===== config.mk =====
export PLATFORM = sky130hd
export DESIGN_NAME = rfsh_seq_top
export DESIGN_NICKNAME = d
export VERILOG_FILES = /design/src/rtl/rfsh_pkg.sv /design/src/rtl/rfsh_cbr_gen.sv /design/src/rtl/rfsh_pace.sv /design/src/rtl/rfsh_idle_mon.sv /design/src/rtl/rfsh_seq_top.sv
export SDC_FILE = /design/constraint.sdc
export NUM_CORES = 1
export LEC_CHECK = 0
export BUFFER_PORTS_ARGS = -buffer_cell sky130_fd_sc_hd__buf_2
export CORE_MARGIN = 5
export CORE_UTILIZATION = 51
export CTS_CLUSTER_SIZE = 20
export DETAILED_ROUTE_END_ITERATION = 6
export HOLD_SLACK_MARGIN = 0.03
export PLACE_DENSITY = 0.73
export SYNTH_ARGS = -nofsm -noshare
export SYNTH_HDL_FRONTEND = slang
export SYNTH_HIERARCHICAL = 1
export SYNTH_SLANG_ARGS = --single-unit

===== constraint.sdc =====
create_clock -name clk -period 4.6 [get_ports clk]
set_input_delay 0.46 -clock clk [delete_from_list [all_inputs] [get_ports clk]]
set_output_delay 0.46 -clock clk [all_outputs]
set_load 0.005 [all_outputs]

===== src/rtl/rfsh_pkg.sv =====
package rfsh_pkg;

  typedef enum logic [1:0] {
    PH_IDLE  = 2'd0,
    PH_CSR   = 2'd1,
    PH_RASLO = 2'd2,
    PH_PRE   = 2'd3
  } phase_t;

  typedef enum logic [1:0] {
    M_PAUSE = 2'd0,
    M_WAKE  = 2'd1,
    M_RUN   = 2'd2
  } mode_t;

endpackage


===== src/rtl/rfsh_cbr_gen.sv =====
module rfsh_cbr_gen
  import rfsh_pkg::*;
#(
  parameter int CSR_CYC = 1,
  parameter int RAS_CYC = 5,
  parameter int RP_CYC  = 4
) (
  input  logic clk,
  input  logic rst_n,
  input  logic start,
  output logic busy,
  output logic done,
  output logic ras_n,
  output logic cas_n
);

  localparam int MAX_A = (CSR_CYC > RAS_CYC) ? CSR_CYC : RAS_CYC;
  localparam int MAX_C = (MAX_A > RP_CYC) ? MAX_A : RP_CYC;
  localparam int CW    = $clog2(MAX_C + 1);
  localparam logic [CW-1:0] CSR_LAST = CW'(CSR_CYC - 1);
  localparam logic [CW-1:0] RAS_LAST = CW'(RAS_CYC - 1);
  localparam logic [CW-1:0] RP_LAST  = CW'(RP_CYC - 1);

  phase_t        ph_q, ph_d;
  logic [CW-1:0] cnt_q, cnt_d;

  always_comb begin
    ph_d  = ph_q;
    cnt_d = cnt_q;
    case (ph_q)
      PH_IDLE: begin
        if (start) begin
          ph_d  = PH_CSR;
          cnt_d = '0;
        end
      end
      PH_CSR: begin
        if (cnt_q == CSR_LAST) begin
          ph_d  = PH_RASLO;
          cnt_d = '0;
        end else begin
          cnt_d = cnt_q + CW'(1);
        end
      end
      PH_RASLO: begin
        if (cnt_q == RAS_LAST) begin
          ph_d  = PH_PRE;
          cnt_d = '0;
        end else begin
          cnt_d = cnt_q + CW'(1);
        end
      end
      PH_PRE: begin
        if (cnt_q == RP_LAST) begin
          ph_d  = PH_IDLE;
          cnt_d = '0;
        end else begin
          cnt_d = cnt_q + CW'(1);
        end
      end
      default: begin
        ph_d  = PH_IDLE;
        cnt_d = '0;
      end
    endcase
  end

  always_ff @(posedge clk or negedge rst_n) begin
    if (!rst_n) begin
      ph_q  <= PH_IDLE;
      cnt_q <= '0;
    end else begin
      ph_q  <= ph_d;
      cnt_q <= cnt_d;
    end
  end

  assign busy  = (ph_q != PH_IDLE);
  assign done  = (ph_q == PH_PRE) && (cnt_q == RP_LAST);
  assign ras_n = (ph_q != PH_RASLO);
  assign cas_n = !((ph_q == PH_CSR) || (ph_q == PH_RASLO));

endmodule


===== src/rtl/rfsh_pace.sv =====
module rfsh_pace #(
  parameter int INTERVAL_CYC = 1560,
  parameter int PEND_MAX     = 8
) (
  input  logic clk,
  input  logic rst_n,
  input  logic en,
  input  logic done,
  output logic pend_nz
);

  localparam int TW = $clog2(INTERVAL_CYC + 1);
  localparam int PW = $clog2(PEND_MAX + 1);
  localparam logic [TW-1:0] T_LAST = TW'(INTERVAL_CYC - 1);
  localparam logic [PW-1:0] P_TOP  = PW'(PEND_MAX);

  logic [TW-1:0] tcnt_q, tcnt_d;
  logic [PW-1:0] pend_q, pend_d;
  logic          tick;

  always_comb begin
    tick   = en && (tcnt_q == T_LAST);
    tcnt_d = tcnt_q;
    if (!en || tick) begin
      tcnt_d = '0;
    end else begin
      tcnt_d = tcnt_q + TW'(1);
    end

    pend_d = pend_q;
    if (tick && !done) begin
      if (pend_q != P_TOP) begin
        pend_d = pend_q + PW'(1);
      end
    end else if (done && !tick) begin
      if (pend_q != '0) begin
        pend_d = pend_q - PW'(1);
      end
    end
  end

  always_ff @(posedge clk or negedge rst_n) begin
    if (!rst_n) begin
      tcnt_q <= '0;
      pend_q <= '0;
    end else begin
      tcnt_q <= tcnt_d;
      pend_q <= pend_d;
    end
  end

  assign pend_nz = (pend_q != '0);

endmodule


===== src/rtl/rfsh_idle_mon.sv =====
module rfsh_idle_mon #(
  parameter int IDLE_LIMIT_CYC = 1640000
) (
  input  logic clk,
  input  logic rst_n,
  input  logic en,
  input  logic ras_high,
  output logic hit
);

  localparam int IW = $clog2(IDLE_LIMIT_CYC + 1);
  localparam logic [IW-1:0] I_LAST = IW'(IDLE_LIMIT_CYC - 1);

  logic [IW-1:0] icnt_q, icnt_d;

  always_comb begin
    hit    = en && ras_high && (icnt_q == I_LAST);
    icnt_d = icnt_q;
    if (!en || !ras_high || hit) begin
      icnt_d = '0;
    end else begin
      icnt_d = icnt_q + IW'(1);
    end
  end

  always_ff @(posedge clk or negedge rst_n) begin
    if (!rst_n) begin
      icnt_q <= '0;
    end else begin
      icnt_q <= icnt_d;
    end
  end

endmodule


===== src/rtl/rfsh_seq_top.sv =====
module rfsh_seq_top
  import rfsh_pkg::*;
#(
  parameter int PAUSE_CYC      = 50000,
  parameter int WAKE_CYCLES    = 8,
  parameter int INTERVAL_CYC   = 1560,
  parameter int IDLE_LIMIT_CYC = 1640000,
  parameter int PEND_MAX       = 8,
  parameter int CSR_CYC        = 1,
  parameter int RAS_CYC        = 5,
  parameter int RP_CYC         = 4
) (
  input  logic clk,
  input  logic rst_n,
  input  logic bus_gnt,
  input  logic host_ras_n,
  output logic bus_req,
  output logic strobe_en,
  output logic ras_n,
  output logic cas_n,
  output logic we_n,
  output logic ready
);

  localparam int PCW = $clog2(PAUSE_CYC + 1);
  localparam int WW  = $clog2(WAKE_CYCLES + 1);
  localparam logic [PCW-1:0] P_LAST = PCW'(PAUSE_CYC - 1);
  localparam logic [WW-1:0]  W_INIT = WW'(WAKE_CYCLES);

  mode_t          mode_q, mode_d;
  logic [PCW-1:0] pcnt_q, pcnt_d;
  logic [WW-1:0]  wleft_q, wleft_d;

  logic cyc_busy, cyc_done, cyc_ras_n, cyc_cas_n;
  logic pend_nz, idle_hit, want, start;

  assign want  = (mode_q == M_WAKE) || ((mode_q == M_RUN) && pend_nz);
  assign start = want && bus_gnt && !cyc_busy;

  rfsh_cbr_gen #(
    .CSR_CYC (CSR_CYC),
    .RAS_CYC (RAS_CYC),
    .RP_CYC  (RP_CYC)
  ) u_gen (
    .clk   (clk),
    .rst_n (rst_n),
    .start (start),
    .busy  (cyc_busy),
    .done  (cyc_done),
    .ras_n (cyc_ras_n),
    .cas_n (cyc_cas_n)
  );

  rfsh_pace #(
    .INTERVAL_CYC (INTERVAL_CYC),
    .PEND_MAX     (PEND_MAX)
  ) u_pace (
    .clk     (clk),
    .rst_n   (rst_n),
    .en      (mode_q != M_PAUSE),
    .done    (cyc_done),
    .pend_nz (pend_nz)
  );

  rfsh_idle_mon #(
    .IDLE_LIMIT_CYC (IDLE_LIMIT_CYC)
  ) u_idle (
    .clk      (clk),
    .rst_n    (rst_n),
    .en       (mode_q == M_RUN),
    .ras_high (host_ras_n && cyc_ras_n),
    .hit      (idle_hit)
  );

  always_comb begin
    mode_d  = mode_q;
    pcnt_d  = pcnt_q;
    wleft_d = wleft_q;
    case (mode_q)
      M_PAUSE: begin
        if (pcnt_q == P_LAST) begin
          mode_d  = M_WAKE;
          wleft_d = W_INIT;
        end else begin
          pcnt_d = pcnt_q + PCW'(1);
        end
      end
      M_WAKE: begin
        if (cyc_done) begin
          if (wleft_q == WW'(1)) begin
            mode_d = M_RUN;
          end else begin
            wleft_d = wleft_q - WW'(1);
          end
        end
      end
      M_RUN: begin
        if (idle_hit) begin
          mode_d  = M_WAKE;
          wleft_d = W_INIT;
        end
      end
      default: begin
        mode_d = M_PAUSE;
        pcnt_d = '0;
      end
    endcase
  end

  always_ff @(posedge clk or negedge rst_n) begin
    if (!rst_n) begin
      mode_q  <= M_PAUSE;
      pcnt_q  <= '0;
      wleft_q <= W_INIT;
    end else begin
      mode_q  <= mode_d;
      pcnt_q  <= pcnt_d;
      wleft_q <= wleft_d;
    end
  end

  assign bus_req   = cyc_busy || want;
  assign strobe_en = cyc_busy;
  assign ras_n     = cyc_ras_n;
  assign cas_n     = cyc_cas_n;
  assign we_n      = 1'b1;
  assign ready     = (mode_q == M_RUN);

endmodule


======== Word level (Yosys, flattened, before mapping) ========
Index checks and enable logic that the tools add are counted.
cells by class
  add/sub/neg operators ................... 7
  equality and inequality tests ........... 24
  mux-type cells .......................... 28
  bitwise gates (word level) .............. 1
  reductions and logical operators ........ 38
operators by type and width
  cell                                                                number
  4-bit two-way mux                                                   8
  16-bit one-hot mux with 2 select lines                              1
  21-bit by 1-bit adder with 21-bit output, second input constant     1
  21-bit == test, second input constant                               1
  21-bit two-way mux                                                  1
  16-bit by 1-bit adder with 16-bit output, second input constant     1
  16-bit == test, second input constant                               1
  16-bit two-way mux                                                  1
  2-bit two-way mux                                                   8
  2-bit != test, second input constant                                7
  3-bit two-way mux                                                   4
  3-bit one-hot mux with 4 select lines                               1
  4-bit one-hot mux with 3 select lines                               1
  11-bit by 1-bit adder with 11-bit output, second input constant     1
  11-bit == test, second input constant                               1
  11-bit two-way mux                                                  1
  1-bit logical AND                                                   10
  2-bit by 1-bit != test with 1-bit output, second input constant     5
  2-bit one-hot mux with 4 select lines                               1
  4-bit AND reduction                                                 2
  2-bit nonzero test                                                  4
  4-bit by 1-bit subtractor with 4-bit output, second input constant  2
  1-bit logical NOT                                                   7
  2-bit == test, second input constant                                3
  other kinds (18)                                                    25
storage, ports and cells
  flip-flop bits (word level) ............. 63
  bits of input ports ..................... 4
  output and inout bits ................... 6
  logic and storage cells ................. 106

======== Longest topological paths before layout ========
  depth in word-level cells ............... 7
  depth in mapped cells ................... 10
  depth with buffers taken out ............ 10

======== Hierarchy ========
Netlist, hierarchy kept.
by module, submodules not included
  module         instances  cells an instance  area an instance (µm²)  sequential area each (µm²)
  rfsh_seq_top   1          159                1442.6                  551.8
  rfsh_idle_mon  1          111                1068.5                  525.5
  rfsh_pace      1          76                 813.3                   375.4
  rfsh_cbr_gen   1          45                 419.2                   125.1

======== Worst setup path after synthesis ========
Ideal clock, no wire load.
  path type ............................... register -> register
  start ................................... register u_gen.cnt_q[0]
  end ..................................... register u_pace.pend_q[3]
  setup time .............................. 0.125 ns
  arrival ................................. 2.118 ns
  required time ........................... 4.475 ns
  slack ................................... 2.357 ns
  stages on the path, launching flop included .. 11
  path buffers ............................ 0
  period minus slack after synthesis ...... 2.243 ns
  cells stage by stage .................... dfrtp_1 -> ha_1 -> ha_1 -> and2_1 -> nand4b_1 -> ha_1 -> a21o_1 -> a21oi_1 -> xnor2_1 -> nor2_1 -> xor2_1
on the way
  word-level cells in the longest chain between the ends .. 6
  elaborated cells between the ends (all ways) .. 10
  those cells by class .................... eq/ne (2); mux (1); reduce/logical (7)
RTL lines
  what                                                                  line                source
  start: declaration                                                    rfsh_cbr_gen.sv:25  logic [CW-1:0] cnt_q, cnt_d;
  start signal: assignment                                              rfsh_cbr_gen.sv:74  cnt_q <= cnt_d;
  3-bit by 2-bit == test with 1-bit output *                            rfsh_cbr_gen.sv:79  assign done = (ph_q == PH_PRE) && (cnt_q == RP_LAST);
  1-bit logical AND *                                                   rfsh_cbr_gen.sv:79
  via cyc_done                                                          rfsh_seq_top.sv:34  logic cyc_busy, cyc_done, cyc_ras_n, cyc_cas_n;
  1-bit logical NOT                                                     rfsh_pace.sv:31     if (tick && !done) begin
  1-bit logical AND                                                     rfsh_pace.sv:31
  2-bit != test (no line) / 2-bit nonzero test (equally long branches)  --
  3-bit AND reduction (no line)                                         --
  end signal: assignment                                                rfsh_pace.sv:48     pend_q <= pend_d;
  end: declaration                                                      rfsh_pace.sv:18     logic [PW-1:0] pend_q, pend_d;
Mark *: on every way through the listed nets, which the timed path passes. The rest lies on a longest branch.
A chain may end at the register's enable or synchronous reset.

======== Final worst setup path ========
  start ................................... register mode_q[0]
  end ..................................... register u_pace.pend_q[3]
on the way
  word-level cells in the longest chain between the ends .. 6
  elaborated cells between the ends (all ways) .. 10
  those cells by class .................... eq/ne (1); mux (1); reduce/logical (8)
RTL lines
  what                           line                 source
  start: declaration             rfsh_seq_top.sv:30   mode_t mode_q, mode_d;
  start signal: assignment       rfsh_seq_top.sv:116  mode_q <= mode_d;
  2-bit nonzero test *           rfsh_seq_top.sv:60   .en (mode_q != M_PAUSE),
  1-bit logical AND *            rfsh_pace.sv:22      tick = en && (tcnt_q == T_LAST);
  1-bit logical NOT              rfsh_pace.sv:35      end else if (done && !tick) begin
  1-bit logical AND              rfsh_pace.sv:35
  2-bit nonzero test (no line)   --
  3-bit AND reduction (no line)  --
Mark *: on every way between the ends. The rest lies on a longest branch, timed or not.

==> results.json <==
{
  "status": "finished clean",
  "timing.critical_path.slowest_cell_delay_ps": 480,
  "synth_seq_cells": 63,
  "cts_post_setup_buffers_inserted": 0,
  "cts_made_buffers": 9,
  "placed_cells": 491,
  "synth.yosys.warnings": 6,
  "clock_tree_from_tritoncts": "built",
  "total_power_mw": 1.39,
  "worstSetupStartpointType": "flip-flop",
  "vdd_ir_drop_max_v": 0.000280,
  "fp.coreArea_sq_um": 7210,
  "power.density_nw_per_um2": 339,
  "cts.clk_slew.worst_paths_ps": 80,
  "hp-class": "in -> async",
  "clock_skew_ps": 11.4,
  "timing.final.ws_setup_ps": 2020,
  "cts_max_level": 3,
  "num_antenna_cells": 0,
  "synthDominantAreaCellType": "dfrtp_1",
  "grt_max_degree": 64,
  "dieArea_sq_um": 9150,
  "finalMaxSlewViolations": 0,
  "die_h_um": 95.7,
  "maxCapViolCount": 0,
  "stdcell_count": 507,
  "number_of_distinct_standard_cells_referenced_by_the_synthesized_netlist": 58,
  "routabilityCongestion": 0.865,
  "syn_nets": 416,
  "layout_worst_path_cycle_share": 0.562,
  "cts_num_sinks": 63,
  "initial_core_util": 0.519,
  "cts_root_buffer": "clkbuf_8",
  "preCtsSetupSlack_ps": 2030,
  "synthTopCellsByArea": "dfrtp_1, ha_1, xnor2_1, nor2_1, nand2_1",
  "area_growth_syn_to_layout_pct": 9.63,
  "die_width_um": 95.7,
  "post-route-min-period_ps": 2580,
  "via_per_inst": 5.63,
  "num_io_pins": 10,
  "slew-limit-headroom": 0.458,
  "report.final.hold_viol_count": 0,
  "finalSetupTns_ps": 0,
  "cts_hold_repair.buffers": 0,
  "grt_setup_unrepaired": "false",
  "synth.most_common_cell": "dfrtp_1",
  "global_route_wire_length_before_repair_um": 13600,
  "clock.fmax_ghz": 0.387,
  "tot_gr_track_use": 0.187,
  "synth_enable_flop_cells": 0,
  "crit_chain": "inv_1 > ha_1 > inv_1 > nand4b_1 > ha_1 > a21o_1 > a21oi_1 > xnor2_1 > nor2_1 > xor2_1",
  "detailroute.via_count": 2856,
  "antenna_found_initial": 0,
  "clock_tree.buffer_depth": 2,
  "gr_ovfl_total": 0,
  "via_count_of_the_first_global_routing_pass": 3022,
  "cp.required_ps": 4820,
  "critical_path.slowest_cell": "ha_1",
  "top_ff_cell_synth": "dfrtp_1",
  "syn-mean-instance-area_sq_um": 9.57,
  "firstDrtPassIters": 5,
  "yosysSeqAreaShare": 0.421,
  "drt_first_iter_violations": 207,
  "startpoint_to_endpoint_class_of_the_critical_path": "reg -> reg",
  "crit_path_end_kind": "flip-flop",
  "wl_per_cell_um": 14.7,
  "drcViolationCount": 0,
  "arrival_ps": 2800,
  "async_set_reset_flop_share_out_of_synthesis": 1.00,
  "netlist_top_cells_count": "dfrtp_1, nor2_1, nand2_1",
  "tightest_slew_ps": 814,
  "post_synthesis_instance_area_sq_um": 3740,
  "synthCells": 391,
  "synth_top_cell_area_share": 0.414,
  "setup_viol_count_final": 0,
  "ctsResizeCount": 0,
  "final_net_count": 428,
  "totalWireLength_um": 7440,
  "static-leakage-power_nw": 1.74,
  "clk_latency_ps": 340,
  "highest_fanout_seen_on_the_critical_path": 16,
  "detailedPlacementHpwl_um": 5200,
  "portBuffers": 8,
  "num_rows": 31,
  "drtAntennaViolNets": 0,
  "layout-drive-gt1-share": 0.0907
}
flip-flops by register name, summed over array words and instances (netlist names):
| register | flops |
|---|---|
| u_pace/pend_q | 4 |
| wleft_q | 4 |
| u_gen/ph_q | 2 |
| mode_q | 2 |
| u_gen/cnt_q | 3 |
| u_idle/icnt_q | 21 |
| pcnt_q | 16 |
| u_pace/tcnt_q | 11 |
worst max-delay path: cells and delay by family (launching register included):
family          cells  cell delay (ps)
simple gates        2              300
xor+xnor            2              290
buf+inv             2              400
fa+ha+maj           2              730
flops               1              410
compound gates      2              340
logic make-up (layout without fill, tap and decap cells):
group                      Yosys count  count (layout)  synth area share
AOI/OAI and AO/OA                   53              53            0.0986
xor gates and xnor gates            31              31            0.0725
adders and majority gates           21              21            0.0722
buffers and inverters               27              44            0.0284
DFF                                 63              63             0.421
muxes                               11              11            0.0331
other                                1               1           0.00100
and+or+nand+nor                    184             184             0.273
report_power, final:
group	switching, mW	leakage, nW	internal [mW]	total [mW]
combinational	0.145	0.794	0.106	0.251
sequential	0.0207	0.836	0.577	0.598
clock	0.210	0.114	0.335	0.545
total	0.376	1.74	1.02	1.39
path summary, 6_finish.rpt:
check | start | to | slack [ps] | depth (start not counted)
setup / recovery | mode_q[0] | u_pace/pend_q[3] | 2020 | 10
hold / removal | rst_n | u_idle/icnt_q[12] | 280 | 2
setup reg to reg | mode_q[0] | u_pace/pend_q[3] | 2020 | 10
hold reg to reg | u_idle/icnt_q[0] | u_idle/icnt_q[0] | 470 | 1
max in group asynchronous | rst_n | u_idle/icnt_q[16] | 3760 | 2
min in group clk | u_idle/icnt_q[0] | u_idle/icnt_q[0] | 470 | 1
final cells by class:
class	count	area (sq um)
fill	635	3110
multi-input combinational	301	2060
sequential	63	1580
clock buffer	13	159
tap	99	124
inverter	19	71.3
clock inverter	3	65.1
timing repair buffer	9	47.5
per-layer routing:
layer / GRT usage / vias to the layer above / share of wire / wire [um]
met5: 0 / - / 0 / 0
met4: 0.0794 / 0 / 0.012 / 91
met3: 0.0276 / 8 / 0.025 / 185
met2: 0.309 / 36 / 0.50 / 3710
met1: 0.242 / 1389 / 0.46 / 3460
li1: - / 1423 / - / -
through the flow:
stage / utilization / hold slack, ps / area, sq um
finish: 0.569 / 282 / 4100
global route: 0.569 / 371 / 4100
CTS: 0.569 / 322 / 4100
detailed placement: 0.538 / 461 / 3880
global placement: 0.538 / 448 / 3880
floorplan: - / 164 / 3740
layout by cell type (no fill, tap or decap), drive strengths merged, types with 2 or more instances in the layout:
| master | instances |
|---|---|
| dfrtp | 62 |
| nor2 | 48 |
| nand2 | 27 |
| xnor2 | 22 |
| ha | 20 |
| inv | 19 |
| nand3 | 18 |
| clkbuf | 13 |
| o21ai | 12 |
| nand4 | 12 |
| nor4 | 11 |
| a21oi | 10 |
| mux2i | 10 |
| nand2b | 9 |
| nor3 | 9 |
| xor2 | 9 |
| buf | 9 |
| nor2b | 7 |
| and3 | 7 |
| and2 | 7 |
| or4 | 6 |
| or3 | 4 |
| a22o | 4 |
| and4 | 4 |
| o311ai | 4 |
| a31oi | 4 |
| nand4b | 3 |
| a211o | 3 |
| or2 | 3 |
| o41ai | 3 |
| and4b | 3 |
| nor3b | 2 |
| o31ai | 2 |
| o22a | 2 |
| bufinv | 2 |
| or4b | 2 |
Power figures use the tool's default switching activity.
